## src/rtl/bank_seq_pkg.sv

```systemverilog
package bank_seq_pkg;

  typedef enum logic [2:0] {
    S_IDLE,
    S_OPEN,
    S_PRE,
    S_ACT,
    S_COL,
    S_AUTOPRE
  } seq_state_e;

  localparam int CMD_W   = 4;
  localparam int CMD_ACT = 0;
  localparam int CMD_RD  = 1;
  localparam int CMD_WR  = 2;
  localparam int CMD_PRE = 3;

  localparam int TI_RCD  = 0;
  localparam int TI_RP   = 1;
  localparam int TI_RAS  = 2;
  localparam int TI_CP   = 3;
  localparam int TI_BUSY = 4;
  localparam int TI_IDLE = 5;
  localparam int NTIMER  = 6;

endpackage

```

## src/rtl/bank_seq_timer.sv

```systemverilog
module bank_seq_timer #(
  parameter int CW = 5
) (
  input  logic          clk,
  input  logic          rst_n,
  input  logic          load,
  input  logic [CW-1:0] load_val,
  output logic          done
);

  logic [CW-1:0] cnt_q, cnt_d;

  // A load of N makes done true N cycles after the loading cycle (N >= 1).
  always_comb begin
    cnt_d = cnt_q;
    if (load) begin
      cnt_d = load_val - 1'b1;
    end else if (cnt_q != '0) begin
      cnt_d = cnt_q - 1'b1;
    end
  end

  always_ff @(posedge clk or negedge rst_n) begin
    if (!rst_n) begin
      cnt_q <= '0;
    end else begin
      cnt_q <= cnt_d;
    end
  end

  assign done = (cnt_q == '0);

endmodule

```

## src/rtl/bank_seq_ctrl.sv

```systemverilog
module bank_seq_ctrl
  import bank_seq_pkg::*;
#(
  parameter int ROW_W   = 14,
  parameter int COL_W   = 10,
  parameter int CW      = 5,
  parameter int T_RCD   = 3,
  parameter int T_RP    = 3,
  parameter int T_RAS   = 8,
  parameter int T_WR    = 4,
  parameter int T_CL    = 5,
  parameter int T_IDLE  = 20,
  parameter int BURST_S = 4,
  parameter int BURST_L = 8
) (
  input  logic                     clk,
  input  logic                     rst_n,
  input  logic                     req_valid,
  output logic                     req_ready,
  input  logic                     req_write,
  input  logic                     req_auto_pre,
  input  logic                     req_burst16,
  input  logic [ROW_W-1:0]         req_row,
  input  logic [COL_W-1:0]         req_col,
  input  logic [NTIMER-1:0]        t_done,
  output logic [NTIMER-1:0]        t_load,
  output logic [NTIMER-1:0][CW-1:0] t_val,
  output logic [CMD_W-1:0]         cmd_strobe,
  output logic [ROW_W-1:0]         cmd_row,
  output logic [COL_W-1:0]         cmd_col,
  output logic                     cmd_auto_pre,
  output logic                     cmd_burst16
);

  seq_state_e       state_q, state_d;
  logic [ROW_W-1:0] pend_row_q, open_row_q;
  logic [COL_W-1:0] pend_col_q;
  logic             pend_wr_q, pend_ap_q, pend_b16_q;
  logic             accept, open_en;
  logic [CW-1:0]    burst_clk;
  logic             close_ok;

  assign burst_clk = pend_b16_q ? CW'(BURST_L) : CW'(BURST_S);
  assign close_ok  = t_done[TI_RAS] && t_done[TI_CP];

  always_comb begin
    state_d    = state_q;
    req_ready  = 1'b0;
    accept     = 1'b0;
    open_en    = 1'b0;
    cmd_strobe = '0;
    t_load     = '0;
    t_val[TI_RCD]  = CW'(T_RCD);
    t_val[TI_RP]   = CW'(T_RP);
    t_val[TI_RAS]  = CW'(T_RAS);
    t_val[TI_IDLE] = CW'(T_IDLE);
    t_val[TI_BUSY] = burst_clk;
    t_val[TI_CP]   = pend_wr_q ? (CW'(T_CL + T_WR) + burst_clk) : burst_clk;
    case (state_q)
      S_IDLE: begin
        req_ready = 1'b1;
        if (req_valid) begin
          accept  = 1'b1;
          state_d = S_ACT;
        end
      end
      S_OPEN: begin
        if (t_done[TI_IDLE] && close_ok) begin
          cmd_strobe[CMD_PRE] = 1'b1;
          t_load[TI_RP]       = 1'b1;
          state_d             = S_IDLE;
        end else begin
          req_ready = 1'b1;
          if (req_valid) begin
            accept  = 1'b1;
            state_d = (req_row == open_row_q) ? S_COL : S_PRE;
          end
        end
      end
      S_PRE: begin
        if (close_ok) begin
          cmd_strobe[CMD_PRE] = 1'b1;
          t_load[TI_RP]       = 1'b1;
          state_d             = S_ACT;
        end
      end
      S_ACT: begin
        if (t_done[TI_RP]) begin
          cmd_strobe[CMD_ACT] = 1'b1;
          t_load[TI_RCD]      = 1'b1;
          t_load[TI_RAS]      = 1'b1;
          open_en             = 1'b1;
          state_d             = S_COL;
        end
      end
      S_COL: begin
        if (t_done[TI_RCD] && t_done[TI_BUSY]) begin
          cmd_strobe[pend_wr_q ? CMD_WR : CMD_RD] = 1'b1;
          t_load[TI_BUSY] = 1'b1;
          t_load[TI_CP]   = 1'b1;
          t_load[TI_IDLE] = 1'b1;
          state_d         = pend_ap_q ? S_AUTOPRE : S_OPEN;
        end
      end
      S_AUTOPRE: begin
        if (close_ok) begin
          t_load[TI_RP] = 1'b1;
          state_d       = S_IDLE;
        end
      end
      default: state_d = S_IDLE;
    endcase
  end

  always_ff @(posedge clk or negedge rst_n) begin
    if (!rst_n) begin
      state_q    <= S_IDLE;
      pend_row_q <= '0;
      pend_col_q <= '0;
      pend_wr_q  <= 1'b0;
      pend_ap_q  <= 1'b0;
      pend_b16_q <= 1'b0;
      open_row_q <= '0;
    end else begin
      state_q <= state_d;
      if (accept) begin
        pend_row_q <= req_row;
        pend_col_q <= req_col;
        pend_wr_q  <= req_write;
        pend_ap_q  <= req_auto_pre;
        pend_b16_q <= req_burst16;
      end
      if (open_en) begin
        open_row_q <= pend_row_q;
      end
    end
  end

  logic is_col;
  assign is_col       = cmd_strobe[CMD_RD] || cmd_strobe[CMD_WR];
  assign cmd_row      = cmd_strobe[CMD_ACT] ? pend_row_q :
                        cmd_strobe[CMD_PRE] ? open_row_q : '0;
  assign cmd_col      = is_col ? pend_col_q : '0;
  assign cmd_auto_pre = is_col && pend_ap_q;
  assign cmd_burst16  = is_col && pend_b16_q;

endmodule

```

## src/rtl/bank_seq.sv

```systemverilog
module bank_seq
  import bank_seq_pkg::*;
#(
  parameter int ROW_W    = 14,
  parameter int COL_W    = 10,
  parameter int T_RCD    = 3,
  parameter int T_RP     = 3,
  parameter int T_RAS    = 8,
  parameter int T_WR     = 4,
  parameter int T_CL     = 5,
  parameter int T_IDLE   = 20,
  parameter int BL_SHORT = 8,
  parameter int BL_LONG  = 16
) (
  input  logic             clk,
  input  logic             rst_n,
  input  logic             req_valid,
  output logic             req_ready,
  input  logic             req_write,
  input  logic             req_auto_pre,
  input  logic             req_burst16,
  input  logic [ROW_W-1:0] req_row,
  input  logic [COL_W-1:0] req_col,
  output logic [3:0]       cmd_strobe,
  output logic [ROW_W-1:0] cmd_row,
  output logic [COL_W-1:0] cmd_col,
  output logic             cmd_auto_pre,
  output logic             cmd_burst16
);

  localparam int BURST_S = BL_SHORT / 2;
  localparam int BURST_L = BL_LONG / 2;
  localparam int WR_MAX  = T_CL + BURST_L + T_WR;
  localparam int M1      = (T_RAS > T_IDLE) ? T_RAS : T_IDLE;
  localparam int M2      = (T_RCD > T_RP) ? T_RCD : T_RP;
  localparam int M3      = (M1 > M2) ? M1 : M2;
  localparam int MAXV    = (M3 > WR_MAX) ? M3 : WR_MAX;
  localparam int CW      = $clog2(MAXV + 1);

  logic [NTIMER-1:0]         t_done, t_load;
  logic [NTIMER-1:0][CW-1:0] t_val;

  bank_seq_ctrl #(
    .ROW_W(ROW_W), .COL_W(COL_W), .CW(CW),
    .T_RCD(T_RCD), .T_RP(T_RP), .T_RAS(T_RAS), .T_WR(T_WR),
    .T_CL(T_CL), .T_IDLE(T_IDLE), .BURST_S(BURST_S), .BURST_L(BURST_L)
  ) u_ctrl (
    .clk(clk), .rst_n(rst_n),
    .req_valid(req_valid), .req_ready(req_ready),
    .req_write(req_write), .req_auto_pre(req_auto_pre),
    .req_burst16(req_burst16), .req_row(req_row), .req_col(req_col),
    .t_done(t_done), .t_load(t_load), .t_val(t_val),
    .cmd_strobe(cmd_strobe), .cmd_row(cmd_row), .cmd_col(cmd_col),
    .cmd_auto_pre(cmd_auto_pre), .cmd_burst16(cmd_burst16)
  );

  for (genvar i = 0; i < NTIMER; i++) begin : g_timer
    bank_seq_timer #(.CW(CW)) u_timer (
      .clk(clk), .rst_n(rst_n),
      .load(t_load[i]), .load_val(t_val[i]), .done(t_done[i])
    );
  end

endmodule

```

## config.mk

```make
export PLATFORM = sky130hd
export DESIGN_NAME = bank_seq
export DESIGN_NICKNAME = d
export VERILOG_FILES = /design/src/rtl/bank_seq_pkg.sv /design/src/rtl/bank_seq_timer.sv /design/src/rtl/bank_seq_ctrl.sv /design/src/rtl/bank_seq.sv
export SDC_FILE = /design/constraint.sdc
export NUM_CORES = 1
export LEC_CHECK = 0
export ABC_AREA = 1
export BUFFER_PORTS_ARGS = -buffer_cell sky130_fd_sc_hd__clkbuf_2
export CORE_MARGIN = 2
export CORE_UTILIZATION = 40
export DETAILED_ROUTE_END_ITERATION = 10
export PLACE_DENSITY = 0.71
export SLEW_MARGIN = 10
export SYNTH_ARGS = -nofsm -noshare
export SYNTH_HDL_FRONTEND = slang
export SYNTH_HIERARCHICAL = 1
export SYNTH_SLANG_ARGS = --single-unit
export TNS_END_PERCENT = 1
```

## constraint.sdc

```tcl
create_clock -name clk -period 3.5 [get_ports clk]
set_input_delay 0.7 -clock clk [delete_from_list [all_inputs] [get_ports clk]]
set_output_delay 0.7 -clock clk [all_outputs]
set_load 0.1 [all_outputs]
```

==> metrics.md <==
| Metric | Value |
|---|---|
| Status | `finished clean` |
| Ant diodes | `0` |
| Worst path buffer plus inverter count | `5` |
| Nets | `743` |
| Crit path arrival time | `2390 ps` |
| Cell area after synthesis | `4760 um2` |
| Yosys warns | `6` |
| RSZ-0062 raised after global routing | `no` |
| Slowest CP cell | `clkbuf_2` |
| Placement Cell Area | `5010 um2` |
| Routability cong. | `0.838` |
| WL/cell | `10.7 um` |
| Max-cap violations | `0` |
| Port Buf Inserts | `60` |
| Fin. Hold Viols | `0` |
| CTS Buf Count | `9` |
| Crit path max fanout | `14` |
| Worst min-delay path class | `flop to flop` |
| # IOs | `61` |
| Largest net degree at the start of global routing | `75` |
| Clk_skew | `6.00 ps` |
| First-pass DRT Iterations | `4` |
| Crit path kind | `flop to output port` |
| Vias in the first global route | `3,689` |
| Slew at the pin with the worst max-slew slack | `967 ps` |
| Cells after Synth | `657` |
| Worst-path cell chain | `inv_1 -> nand3_1 -> inv_1 -> nand2_1 -> nor4_2 -> inv_1 -> o21ai_2 -> inv_2 -> o21ai_1 -> clkbuf_2` |
| Initial antenna violation count | `0` |
| Skew-Pair Late Insertion Delay | `330 ps` |
| Row count | `39` |
| Critical Path Stages | `10` |
| Die X | `113 um` |
| Reg clk slew, reported paths | `60 ps` |
| Syn avg cell area | `7.25 um2` |
| Crit path largest cell delay | `480 ps` |
| Critical path capture point type | `output port` |
| Max IR drop VDD | `0.302 mV` |
| Clk buf depth | `2` |
| Post-route DRC | `0` |
| FMAX | `323 MHz` |
| Clock root buffer | `clkbuf_16` |
| Final period utilization | `88.4%` |
| Fin area | `5310 um2` |
| Final ANT Viol Nets | `0` |
| WHS | `486 ps` |
| Synth Register Bits | `74` |
| Final Setup Violations | `0` |
| Area share of the leading cell type in the synthesized netlist | `38.9%` |
| First-pass GRT wire length | `16,000 um` |
| Pwr Total | `4.23 mW` |
| WL final | `9120 um` |
| Leakage | `2.88 nW` |
| Hold Crit Depth | `2` |
| Clock sink count | `74` |
| H-tree depth | `3` |
| CTS Hold Buffers Added | `0` |
| Critical Path Source Type | `flop` |
| Total GRT Usage | `15.5%` |
| Critical path data required time | `2800 ps` |
| Share of cells above drive strength 1 | `23.2%` |
| Area delta synth->final | `11.4%` |
| Final slew viol count | `0` |
| Core box area | `11,500 um2` |
| Cell Pwr Density | `797 nW/um2` |
| Most frequent cells in the layout | `161 x nand2_1, 119 x inv_1, 74 x dfrtp_1, 69 x nor2_1, 57 x clkbuf_2` |
| R2r worst-path depth | `15` |
| Most common cell after layout, fill and taps aside | `nand2_1` |
| DP Worst Slack | `722 ps` |
| Min cycle time layout | `3090 ps` |
| Die Y | `113 um` |
| Post-DP HPWL | `6500 um` |
| Sequential cell area fraction in the yosys report | `38.9%` |
| Remaining Overflow, GRT | `0` |
| Vias | `3,806` |
| TritonCTS clock tree | `built` |
| Relative slew margins | `35.3%` |
| Top post-synthesis cells by area | `dfrtp_1 39%, nand2_1 13%, inv_1 9.4%, nor2_1 5.6%, buf_4 5.0%` |
| DP Cell Count | `838` |
| Fin cells | `853` |
| Starting density of the core | `41.4%` |
| Worst path top cell family by delay | `buffers and inverters` |
| DR iter-0 viols | `188` |
| Vias/cell | `4.46` |
| Post-synth cell types | `25` |
| Largest area contributor in the netlist | `dfrtp_1` |
| Post-CTS Setup Inserts | `0` |
| Die area | `12,800 um2` |
| PostCTS Resize Cnt | `0` |
| Final worst slack | `406 ps` |
| Crit path top cell by count | `inv_1` |
==> tightest hold or removal path, stage by stage, from the launching register on <==
cell	delay, ps
dfrtp_1	340
nand2_1	50
o21ai_0	60
==> layout make-up <==
type                       count  area (um2)
fill                        1148        6210
multi-input combinational    430        2140
sequential                    74        1850
inverter                     128         495
timing repair buffer          63         343
clock buffer                  11         243
tap                          143         179
clock inverter                 4        51.3
==> registers in the layout, indices dropped and copies added (netlist names) <==
name and cells:
g_timer.u_timer/cnt_q 30, u_ctrl/open_row_q 14, u_ctrl/pend_row_q 14, u_ctrl/pend_col_q 10, u_ctrl/state_q 3, u_ctrl/pend_ap_q 1
u_ctrl/pend_b16_q 1, u_ctrl/pend_wr_q 1
==> synthesized netlist by cell type <==
cell,number
dfrtp_1,74
o21ai_2,23
a21oi_1,19
buf_4,32
nor4_2,1
nand2_2,25
nor2_1,71
nor3_2,2
nand2_1,161
nand4_1,7
o21ai_0,31
o21ai_1,16
xnor2_1,6
buf_6,8
nor3_1,1
nand3_1,10
inv_1,119
ha_1,7
conb_1,2
nand3_2,12
inv_4,6
a21oi_2,2
buf_2,7
nor2_2,12
inv_2,3
==> routing by layer <==
layer / wire length, um / share of wire, % / vias up / global-route usage [%]
met5: 0 / 0 / - / 0
met4: 96 / 1.1 / 0 / 4.80
met3: 384 / 4.2 / 8 / 4.02
met2: 4300 / 47 / 52 / 25.1
met1: 4330 / 47 / 1709 / 20.3
li1: - / - / 2037 / -
==> report_power, final <==
group / switching (mW) / internal, mW
Clock: 0.343 / 0.569
Combinational: 1.18 / 0.641
Sequential: 0.224 / 1.27
Total: 1.75 / 2.48
==> through the flow <==
step / TNS (ps) / util, %
detailed placement: 0 / 43.5
finish: 0 / 46.1
floorplan: -1510 / -
global route: 0 / 46.1
global placement: 0 / 43.5
CTS: 0 / 46.1
==> kinds of logic (layout without fill, tap and decap cells) <==
group	Yosys count	after routing	synth area share, %
other	2	24	0.158
AO/OA/AOI/OAI	91	91	11.5
XOR/XNOR	6	6	1.10
flip-flops	74	74	38.9
AND/OR/NAND/NOR	302	302	28.4
buffers and inverters	175	206	18.1
adder cells (fa/ha/maj)	7	7	1.84
==> final timing paths <==
check,to,start,slack (ps)
max,cmd_row[0],g_timer[2].u_timer/cnt_q[2],410
max reg2reg,g_timer[1].u_timer/cnt_q[4],g_timer[2].u_timer/cnt_q[2],1160
min,u_ctrl/pend_row_q[0],u_ctrl/pend_row_q[0],490
max in group asynchronous,u_ctrl/pend_col_q[4],rst_n,2390
min reg2reg,u_ctrl/pend_row_q[0],u_ctrl/pend_row_q[0],490
min in group asynchronous,u_ctrl/open_row_q[11],rst_n,520
Power figures use the tool's default switching activity.
